$ cat src/rtl/brk_pkg.sv
// Package: shared types and register indices for the bus break comparator.
// Assumes a 32-bit register port; indices are word numbers.
package brk_pkg;
    // Qualifier groups, low bit = first option, high bit = second option
    typedef struct packed {
        logic [1:0] dir;   // bit0 read, bit1 write
        logic [1:0] acc;   // bit0 fetch, bit1 data
        logic [1:0] src;   // bit0 CPU, bit1 peripheral
    } qual_t;

    localparam int unsigned REG_W   = 32;
    localparam int unsigned NCH     = 2;
    localparam int unsigned NFLAG   = 2 * NCH;

    localparam logic [3:0] REG_A_ADDR  = 4'd0;
    localparam logic [3:0] REG_A_MASK  = 4'd1;
    localparam logic [3:0] REG_A_QUAL  = 4'd2;
    localparam logic [3:0] REG_B_ADDR  = 4'd3;
    localparam logic [3:0] REG_B_MASK  = 4'd4;
    localparam logic [3:0] REG_B_QUAL  = 4'd5;
    localparam logic [3:0] REG_B_DATA  = 4'd6;
    localparam logic [3:0] REG_B_DMASK = 4'd7;
    localparam logic [3:0] REG_CTRL    = 4'd8;

    localparam int unsigned POST_BIT = 4;
endpackage

$ cat src/rtl/brk_channel.sv
// Module: one break channel comparator.
// Does: compares a bus cycle against a masked address (and, when HAS_DATA,
// a masked data value) and its three qualifier groups; purely combinational.
// Assumes: mask bit 1 excludes that bit; a 00 qualifier group never passes.
module brk_channel
    import brk_pkg::*;
#(
    parameter int unsigned AW       = 32,
    parameter int unsigned DW       = 32,
    parameter bit          HAS_DATA = 1'b0
) (
    input  logic          bus_valid,
    input  logic [AW-1:0] bus_addr,
    input  logic [DW-1:0] bus_data,
    input  logic          bus_periph,
    input  logic          bus_isdata,
    input  logic          bus_write,
    input  logic [AW-1:0] cfg_addr,
    input  logic [AW-1:0] cfg_amask,
    input  logic [DW-1:0] cfg_data,
    input  logic [DW-1:0] cfg_dmask,
    input  qual_t         cfg_qual,
    output logic          hit
);
    logic addr_ok, data_ok, src_ok, acc_ok, dir_ok;

    // Address compare, masked bits excluded
    assign addr_ok = (((bus_addr ^ cfg_addr) & ~cfg_amask) == '0);

    generate
        if (HAS_DATA) begin : g_data
            // Data compare, masked bits excluded
            assign data_ok = (((bus_data ^ cfg_data) & ~cfg_dmask) == '0);
        end else begin : g_nodata
            logic unused_data;
            assign unused_data = ^{bus_data, cfg_data, cfg_dmask};
            assign data_ok     = 1'b1;
        end
    endgenerate

    // Each qualifier group passes when the bit for the cycle's attribute is set
    assign src_ok = bus_periph ? cfg_qual.src[1] : cfg_qual.src[0];
    assign acc_ok = bus_isdata ? cfg_qual.acc[1] : cfg_qual.acc[0];
    assign dir_ok = bus_write  ? cfg_qual.dir[1] : cfg_qual.dir[0];

    assign hit = bus_valid && addr_ok && data_ok && src_ok && acc_ok && dir_ok;
endmodule

$ cat src/rtl/brk_regs.sv
// Module: configuration registers and sticky match flags.
// Does: holds both channels' compare values, masks and qualifiers, the
// post-execution select and four sticky flags; read data is combinational.
// Assumes: AW and DW are at most 32; a flag set wins over a clearing write.
module brk_regs
    import brk_pkg::*;
#(
    parameter int unsigned AW = 32,
    parameter int unsigned DW = 32
) (
    input  logic              clk,
    input  logic              rst_n,
    input  logic              we,
    input  logic [3:0]        addr,
    input  logic [REG_W-1:0]  wdata,
    output logic [REG_W-1:0]  rdata,
    input  logic [NFLAG-1:0]  set_flags,
    output logic [AW-1:0]     a_addr,
    output logic [AW-1:0]     a_amask,
    output qual_t             a_qual,
    output logic [AW-1:0]     b_addr,
    output logic [AW-1:0]     b_amask,
    output qual_t             b_qual,
    output logic [DW-1:0]     b_data,
    output logic [DW-1:0]     b_dmask,
    output logic              post_mode,
    output logic [NFLAG-1:0]  flags
);
    logic [NFLAG-1:0] keep;
    logic             ctrl_wr;

    assign ctrl_wr = we && (addr == REG_CTRL);
    // Flag bits written with 0 are dropped, all others kept
    assign keep = ctrl_wr ? wdata[NFLAG-1:0] : '1;

    // Register writes and flag update
    always_ff @(posedge clk) begin
        if (!rst_n) begin
            a_addr <= '0; a_amask <= '0; a_qual <= '0;
            b_addr <= '0; b_amask <= '0; b_qual <= '0;
            b_data <= '0; b_dmask <= '0;
            post_mode <= 1'b0;
            flags     <= '0;
        end else begin
            flags <= (flags & keep) | set_flags;
            if (we) begin
                case (addr)
                    REG_A_ADDR:  a_addr    <= wdata[AW-1:0];
                    REG_A_MASK:  a_amask   <= wdata[AW-1:0];
                    REG_A_QUAL:  a_qual    <= qual_t'(wdata[5:0]);
                    REG_B_ADDR:  b_addr    <= wdata[AW-1:0];
                    REG_B_MASK:  b_amask   <= wdata[AW-1:0];
                    REG_B_QUAL:  b_qual    <= qual_t'(wdata[5:0]);
                    REG_B_DATA:  b_data    <= wdata[DW-1:0];
                    REG_B_DMASK: b_dmask   <= wdata[DW-1:0];
                    REG_CTRL:    post_mode <= wdata[POST_BIT];
                    default: ;
                endcase
            end
        end
    end

    // Read mux, unused bits read 0
    always_comb begin
        rdata = '0;
        case (addr)
            REG_A_ADDR:  rdata = REG_W'(a_addr);
            REG_A_MASK:  rdata = REG_W'(a_amask);
            REG_A_QUAL:  rdata = REG_W'(a_qual);
            REG_B_ADDR:  rdata = REG_W'(b_addr);
            REG_B_MASK:  rdata = REG_W'(b_amask);
            REG_B_QUAL:  rdata = REG_W'(b_qual);
            REG_B_DATA:  rdata = REG_W'(b_data);
            REG_B_DMASK: rdata = REG_W'(b_dmask);
            REG_CTRL:    rdata = REG_W'({post_mode, flags});
            default:     rdata = '0;
        endcase
    end


    flag_sticky_chk: assert property (@(posedge clk) disable iff (!rst_n)
        1'b1 |=> ((flags & $past(flags & keep)) == $past(flags & keep)));


    reserved_zero_chk: assert property (@(posedge clk) disable iff (!rst_n)
        (addr == REG_CTRL) |-> (rdata[REG_W-1:POST_BIT+1] == '0));
endmodule

$ cat src/rtl/brk_request.sv
// Module: break request pending and acceptance logic.
// Does: turns channel hits into a level-15 request, holding channel B fetch
// hits until an instruction completes in post-execution mode; clears on ack.
// Assumes: insn_done and brk_ack are single-cycle pulses.
module brk_request (
    input  logic       clk,
    input  logic       rst_n,
    input  logic       hit_a,
    input  logic       hit_b,
    input  logic       b_fetch,
    input  logic       post_mode,
    input  logic       insn_done,
    input  logic       brk_ack,
    input  logic [3:0] int_mask,
    output logic       brk_req,
    output logic       brk_take
);
    localparam logic [3:0] MAX_LVL = 4'hF;

    logic armed, pending, defer, set_evt;

    assign defer   = hit_b && b_fetch && post_mode;
    assign set_evt = hit_a || (hit_b && !defer) || (armed && insn_done);

    // Remember a deferred fetch break until the instruction completes
    always_ff @(posedge clk) begin
        if (!rst_n)         armed <= 1'b0;
        else if (defer)     armed <= 1'b1;
        else if (insn_done) armed <= 1'b0;
    end

    // Pending request: new event wins, otherwise ack clears
    always_ff @(posedge clk) begin
        if (!rst_n)        pending <= 1'b0;
        else if (set_evt)  pending <= 1'b1;
        else if (brk_ack)  pending <= 1'b0;
    end

    assign brk_req  = pending;
    assign brk_take = pending && (int_mask != MAX_LVL);


    pend_hold_chk: assert property (@(posedge clk) disable iff (!rst_n)
        (pending && !brk_ack) |=> pending);


    ack_clear_chk: assert property (@(posedge clk) disable iff (!rst_n)
        (brk_ack && !hit_a && !hit_b && !(armed && insn_done)) |=> !pending);


    post_wait_chk: assert property (@(posedge clk) disable iff (!rst_n)
        (post_mode && hit_b && b_fetch && !hit_a && !pending && !armed) |=> !pending);
endmodule

$ cat src/rtl/bus_break_unit.sv
// Module: top of the two-channel bus break comparator.
// Does: ties the register block, two channel comparators and the request
// logic together and steers hits into CPU/peripheral sticky flags.
// Assumes: bus attributes are valid whenever bus_valid is high.
module bus_break_unit
    import brk_pkg::*;
#(
    parameter int unsigned AW = 32,
    parameter int unsigned DW = 32
) (
    input  logic          clk,
    input  logic          rst_n,
    input  logic          bus_valid,
    input  logic [AW-1:0] bus_addr,
    input  logic [DW-1:0] bus_data,
    input  logic          bus_periph,
    input  logic          bus_isdata,
    input  logic          bus_write,
    input  logic          insn_done,
    input  logic          reg_we,
    input  logic [3:0]    reg_addr,
    input  logic [31:0]   reg_wdata,
    output logic [31:0]   reg_rdata,
    input  logic [3:0]    int_mask,
    input  logic          brk_ack,
    output logic          brk_req,
    output logic          brk_take
);
    logic [AW-1:0]    ch_addr  [NCH];
    logic [AW-1:0]    ch_amask [NCH];
    qual_t            ch_qual  [NCH];
    logic [DW-1:0]    b_data, b_dmask;
    logic [NCH-1:0]   hit;
    logic [NFLAG-1:0] flags, set_flags;
    logic             post_mode;

    brk_regs #(.AW(AW), .DW(DW)) u_regs (
        .clk(clk), .rst_n(rst_n), .we(reg_we), .addr(reg_addr),
        .wdata(reg_wdata), .rdata(reg_rdata), .set_flags(set_flags),
        .a_addr(ch_addr[0]), .a_amask(ch_amask[0]), .a_qual(ch_qual[0]),
        .b_addr(ch_addr[1]), .b_amask(ch_amask[1]), .b_qual(ch_qual[1]),
        .b_data(b_data), .b_dmask(b_dmask),
        .post_mode(post_mode), .flags(flags)
    );

    genvar ch;
    generate
        for (ch = 0; ch < NCH; ch++) begin : g_ch
            brk_channel #(.AW(AW), .DW(DW), .HAS_DATA(ch == 1)) u_ch (
                .bus_valid(bus_valid), .bus_addr(bus_addr), .bus_data(bus_data),
                .bus_periph(bus_periph), .bus_isdata(bus_isdata),
                .bus_write(bus_write),
                .cfg_addr(ch_addr[ch]), .cfg_amask(ch_amask[ch]),
                .cfg_data(b_data), .cfg_dmask(b_dmask),
                .cfg_qual(ch_qual[ch]), .hit(hit[ch])
            );
            // Flag pair per channel: low bit CPU side, high bit peripheral side
            assign set_flags[2*ch]   = hit[ch] && !bus_periph;
            assign set_flags[2*ch+1] = hit[ch] &&  bus_periph;
        end
    endgenerate

    brk_request u_req (
        .clk(clk), .rst_n(rst_n), .hit_a(hit[0]), .hit_b(hit[1]),
        .b_fetch(!bus_isdata), .post_mode(post_mode), .insn_done(insn_done),
        .brk_ack(brk_ack), .int_mask(int_mask),
        .brk_req(brk_req), .brk_take(brk_take)
    );


    flag_set_a_chk: assert property (@(posedge clk) disable iff (!rst_n)
        (hit[0] && !bus_periph) |=> flags[0]);


    flag_set_b_chk: assert property (@(posedge clk) disable iff (!rst_n)
        (hit[1] && bus_periph) |=> flags[3]);


    mask_block_chk: assert property (@(posedge clk) disable iff (!rst_n)
        (int_mask == 4'hF) |-> !brk_take);
endmodule

$ cat config.mk
export PLATFORM = sky130hd
export DESIGN_NAME = bus_break_unit
export DESIGN_NICKNAME = d
export VERILOG_FILES = /design/src/rtl/brk_pkg.sv /design/src/rtl/brk_channel.sv /design/src/rtl/brk_regs.sv /design/src/rtl/brk_request.sv /design/src/rtl/bus_break_unit.sv
export SDC_FILE = /design/constraint.sdc
export NUM_CORES = 1
export LEC_CHECK = 0
export ABC_AREA = 1
export BUFFER_PORTS_ARGS = -buffer_cell sky130_fd_sc_hd__buf_4
export CAP_MARGIN = 10
export CORE_MARGIN = 5
export CORE_UTILIZATION = 31
export CTS_CLUSTER_SIZE = 10
export DETAILED_ROUTE_END_ITERATION = 10
export GPL_TIMING_DRIVEN = 0
export PLACE_DENSITY = 0.56
export SYNTH_ARGS = -nofsm -noshare
export SYNTH_HDL_FRONTEND = slang
export SYNTH_HIERARCHICAL = 1
export SYNTH_SLANG_ARGS = --single-unit
$ cat constraint.sdc
create_clock -name clk -period 1.4 [get_ports clk]
set_input_delay 0.07 -clock clk [delete_from_list [all_inputs] [get_ports clk]]
set_output_delay 0.07 -clock clk [all_outputs]
set_load 0.05 [all_outputs]
# Word-level counts from Yosys, hierarchy flattened
# Index checks and enable logic that the tools add are counted.
# word_totals
ff_bits	211
input_bits	113
out_inout_bits	34
elab_cells	87
# op_classes
n_eq_ne	9
muxes	12
n_bitwise	11
n_reduce_logical	39
# ops
operator	count
$pmux 32 s9	1
$and 32x32->32	3
$logic_not 32->1	3
$not 32->32	3
$xor 32x32->32	3
$logic_and 1x1->1	19
$reduce_and 2->1	9
$eq 4x3->1 const B	4
$mux 1	10
$eq 4x2->1 const B	2
$and 4x4->4	1
$eq 4x1->1 const B	1
$eq 4x4->1 const B	1
$logic_not 4->1	1
$mux 4	1
$ne 4x4->1 const B	1
$or 4x4->4	1
$reduce_bool 2->1	2
$logic_not 1->1	3
$logic_or 1x1->1	2

# Longest topological paths before layout
# logic_depth
depth_word	15
ltp_mapped	13

# Cells and area by module
# Netlist, hierarchy kept.
# modules_own_cells
mod	n_inst	cells_each	area_per_inst_um2	seq_area_each_um2
brk_regs	1	1398	9386.5	4184.0
brk_channel at g_ch[1].u_ch	1	348	1527.7	0.0
brk_channel at g_ch[0].u_ch	1	187	773.2	0.0
brk_request	1	17	103.8	40.0
bus_break_unit	1	9	33.8	0.0

# Least setup slack after synthesis
# No wires, ideal clock.
# synth_timing
path_kind	reg2out
from	register u_req.pending, in the netlist u_req/brk_req
to	output port brk_take
arrival_ns	1.500
t_required_ns	1.330
setup_slack_ns	-0.170
path_stages_with_launch	3
path_cell_list	dfxtp_1 inv_1 a21oi_1
# synth_via
elab_chain_len	1
# synth_lines
element	line_no	text
from (decl)	brk_request.sv:20	logic armed, pending, defer, set_evt;
from (signal assigned)	brk_request.sv:34	if (!rst_n) pending <= 1'b0;
from (signal assigned)	brk_request.sv:35	else if (set_evt) pending <= 1'b1;
from (signal assigned)	brk_request.sv:36	else if (brk_ack) pending <= 1'b0;
$logic_and 1x1->1	brk_request.sv:40	assign brk_take = pending && (int_mask != MAX_LVL);
to (decl)	bus_break_unit.sv:27	output logic brk_take
# Every way passes these cells.

# Final worst setup path
# layout_timing
from	register u_regs.b_data[17]
to	register u_regs.flags[2]
# layout_via
elab_chain_len	9
# layout_lines
element	line_no	text
from (decl)	brk_regs.sv:24	output logic [DW-1:0] b_data,
from (signal assigned)	brk_regs.sv:54	REG_B_DATA: b_data <= wdata[DW-1:0];
$xor 32x32->32	brk_channel.sv:33	assign data_ok = (((bus_data ^ cfg_data) & ~cfg_dmask) == '0);
$and 32x32->32	brk_channel.sv:33	
$logic_not 32->1	brk_channel.sv:33	
$logic_and 1x1->1 (4 in a row)	brk_channel.sv:46	assign hit = bus_valid && addr_ok && data_ok && src_ok && acc_ok && dir_ok;
net hit[1]	bus_break_unit.sv:33	logic [NCH-1:0] hit;
$logic_and 1x1->1	bus_break_unit.sv:58	assign set_flags[2*ch] = hit[ch] && !bus_periph;
net set_flags[2]	bus_break_unit.sv:34	logic [NFLAG-1:0] flags, set_flags;
$or 4x4->4	brk_regs.sv:45	flags <= (flags & keep) | set_flags;
to (signal assigned)	brk_regs.sv:45	
to (decl)	brk_regs.sv:27	output logic [NFLAG-1:0] flags
# The timed path passes the listed nets, and every way through them passes these cells.
# A chain may end at the register's enable or synchronous reset.

==> impl_metrics.tcl <==
set metrics [dict create \
    status "finished, violations left" \
    failed_checks "negative hold slack, negative setup slack" \
    die_width_um 205.3 \
    total_leakage_power_nw 6.710 \
    drc 0 \
    grt_pass1_vias 12974 \
    worst_pin_slew_ns 1.037 \
    drive_above_1_share 0.2527 \
    hold_slack_ns -0.1331 \
    dpl.hpwl_mm 40.73 \
    slowest_stage "dfxtp_2" \
    met2_length_mm 25.79 \
    cp-end-kind "register" \
    drtIter0Drc 1581 \
    power_frac_seq 0.424 \
    wl_met1_mm 23.15 \
    required_ns 1.87 \
    ys_seq_elements 211 \
    fin_crit_ns 1.763 \
    diodes 0 \
    die-area_um2 42150 \
    syn_to_final_growth_pct 35.35 \
    crit_path_start_kind "register" \
    hp-start "bus_periph" \
    placed_cells 2609 \
    dr.pass1.iters 7 \
    critPathMaxStageDelay_ns 0.33 \
    cp.arrival_ns 2.23 \
    via_per_inst 5.226 \
    syn-num-nets 2072 \
    ioPinCount 147 \
    dp_worst_setup_slack_ns -0.8270 \
    p_per_area_nw_per_um2 909.2 \
    layout_commonest_cell "nand2_1" \
    grt_max_degree 14 \
    grt-ovfl-total 0 \
    die_h_um 205.3 \
    syn_area_per_cell_um2 6.036 \
    clkSlewWorstSetupHoldPaths_ns 0.06 \
    final_net_count 2290 \
    p_sw_w 0.004184 \
    setup_viol 38 \
    finalSetupTns_ns -3.560 \
    ir_drop_v 0.0008066 \
    register_area_um2 4378 \
    top_layer "met4" \
    core_region_area_um2 37670 \
    cts_buffer_depth 3 \
    p_int_w 0.01037 \
    htreeDepth 1 \
    drv_cap 0 \
    cp_top_family "simple AND/OR/NAND/NOR gates" \
    hold_viol 4 \
    gp_congestion 0.9391 \
    hold_path.class "input pin to register" \
    layout_common_cells "574 x nand2_1, 196 x inv_1, 192 x nand3_1" \
    ctsHoldBuffers 31 \
    max_freq_mhz 567.2 \
    yosysSeqAreaShare 0.3572 \
    slew_headroom 0.3087 \
    wl_met3_mm 6.592 \
    vias 14105 \
    clock_power_share 0.435 \
    netlist_instances 1959 \
    netlist_area_um2 11830 \
    rsz0062_at_grt "true" \
    ys_warn_count 6 \
    antenna_found_initial 0 \
    drtAntennaViolNets 0 \
    drt-total-wl_mm 58.21 \
    grt_pass1_wl_mm 82.61 \
    r2r_start "u_regs/b_data[17]$_SDFFE_PN0P_" \
    startpoint "u_regs/b_data[17]$_SDFFE_PN0P_" \
    crit_top_cell "inv_1" \
    cts-root-buf "clkbuf_16" \
    netSwitchingFraction 0.2875 \
    synth_cell_types 29 \
    multi_input_area_um2 7023 \
    combPwrFrac 0.140 \
    path_cells "inv_1 > nand2_1 > nand3b_1 > nand2_1 > nor2_1 > nand2_2 > nor2_2 > nand3_2 > nor2_4 > inv_1 > nor2_1 > inv_1 > a21oi_2" \
    worst_slack_ns -0.3631 \
    insertion_delay_ns 0.55 \
    cts.sinks 211 \
    cts_tree "yes" \
    grt_usage 0.2617 \
    maxSlewViolCount 0 \
    layoutNonFillerInstCount 2699 \
    path_class "register to register" \
    fin_skew_ns 0.01659 \
    cp_num_buf_inv 3 \
    cp_max_fo 4 \
    fp-row-count 71 \
    finalCritPeriodShare 1.259 \
    finalPower_w 0.01455 \
    avgRoutedWirePerCell_um 21.57 \
    numCtsBuffers 26 \
    num-fill-cells 4005 \
    initial_core_util 0.3139 \
    io_buffers 139 \
]
[metrics by stage]
step | utilization | instance area, um2
finish | 0.4249 | 16010
global route | 0.4249 | 16010
CTS | 0.4152 | 15640
detailed placement | 0.3587 | 13510
global placement | 0.3587 | 13510
floorplan | - | 11830
[power groups by stage]
stage	registers, W	clock network (W)	logic, W
floorplan	0.00627	0	0.000773
global placement	0.00629	0	0.00172
detailed placement	0.00629	0	0.00173
CTS	0.00617	0.00639	0.00194
global route	0.00618	0.00661	0.00213
finish	0.00618	0.00633	0.00204
[synthesized netlist by cell type (all sizes together)]
master    n  area (um2)
nand2   631        2371
o21ai    54       270.3
clkinv    1       3.750
nor3b     1       7.510
nor2    196       768.2
buf      44       239.0
nand3   260        1301
inv     204       765.7
o21a      1       7.510
dfxtp   211        4224
a21oi   191       955.9
nand4    41       256.5
o21bai    2       15.01
and3      1       6.260
or2       9       56.31
a21boi    1       7.510
xnor2     7       61.31
clkbuf   73       275.3
nand3b   31       232.7
[path summary, 6_finish.rpt]
check / end / slack [ns] / cells after the start
worst max-delay path: u_regs/flags[2]$_SDFF_PN0_ / -0.36 / 13
worst min-delay path: u_regs/flags[0]$_SDFF_PN0_ / -0.13 / 4
worst max register to register: u_regs/flags[2]$_SDFF_PN0_ / -0.36 / 13
worst min register to register: u_req/armed$_SDFFE_PN0P_ / 0.46 / 2
[cell type report]
cell class,count,area share
multi-input cells,1426,0.4388
flip-flops and latches,211,0.2735
repair buffers,191,0.1073
inverters,205,0.04847
clock buffers,37,0.04636
plain buffers,116,0.04425
well taps,511,0.03995
clock inverters,2,0.001329
[worst min-delay path, cell delays in order]
cell	delay, ns
buf_4	0.14
nor2_1	0.05
inv_1	0.04
a21oi_1	0.05
[state kept, by name, indices dropped and copies added (netlist names)]
name              count
u_regs/b_dmask       32
u_regs/a_qual         6
u_regs/a_addr        32
u_regs/flags          4
u_regs/a_amask       32
u_regs/b_qual         6
u_regs/post_mode      1
u_req/brk_req         1
u_regs/b_addr        32
u_req/armed           1
u_regs/b_data        32
u_regs/b_amask       32
[per-layer routing]
metal / up-vias / global-route usage
li1: 6667 / -
met1: 6474 / 0.3461
met2: 808 / 0.4157
met3: 156 / 0.05863
met4: 0 / 0.1038
met5: - / 0
[cells by family after synthesis]
logic type             count (synthesis)  share of synthesized area
buffers and inverters                322                     0.1086
XOR/XNOR                               7                   0.005185
flip-flops                           211                     0.3572
AO/OA/AOI/OAI                        249                     0.1062
AND/OR/NAND/NOR                     1170                     0.4228
[repair_timing]
action	4_1_cts	5_1_grt
buffers inserted	13	7
pin swaps	111	72
endpoints found under the hold margin	170	4
gates cloned	0	1
endpoints found under the setup margin	38	59
gates resized for setup	322	131
Note: power is estimated with default switching activity, not from simulation.
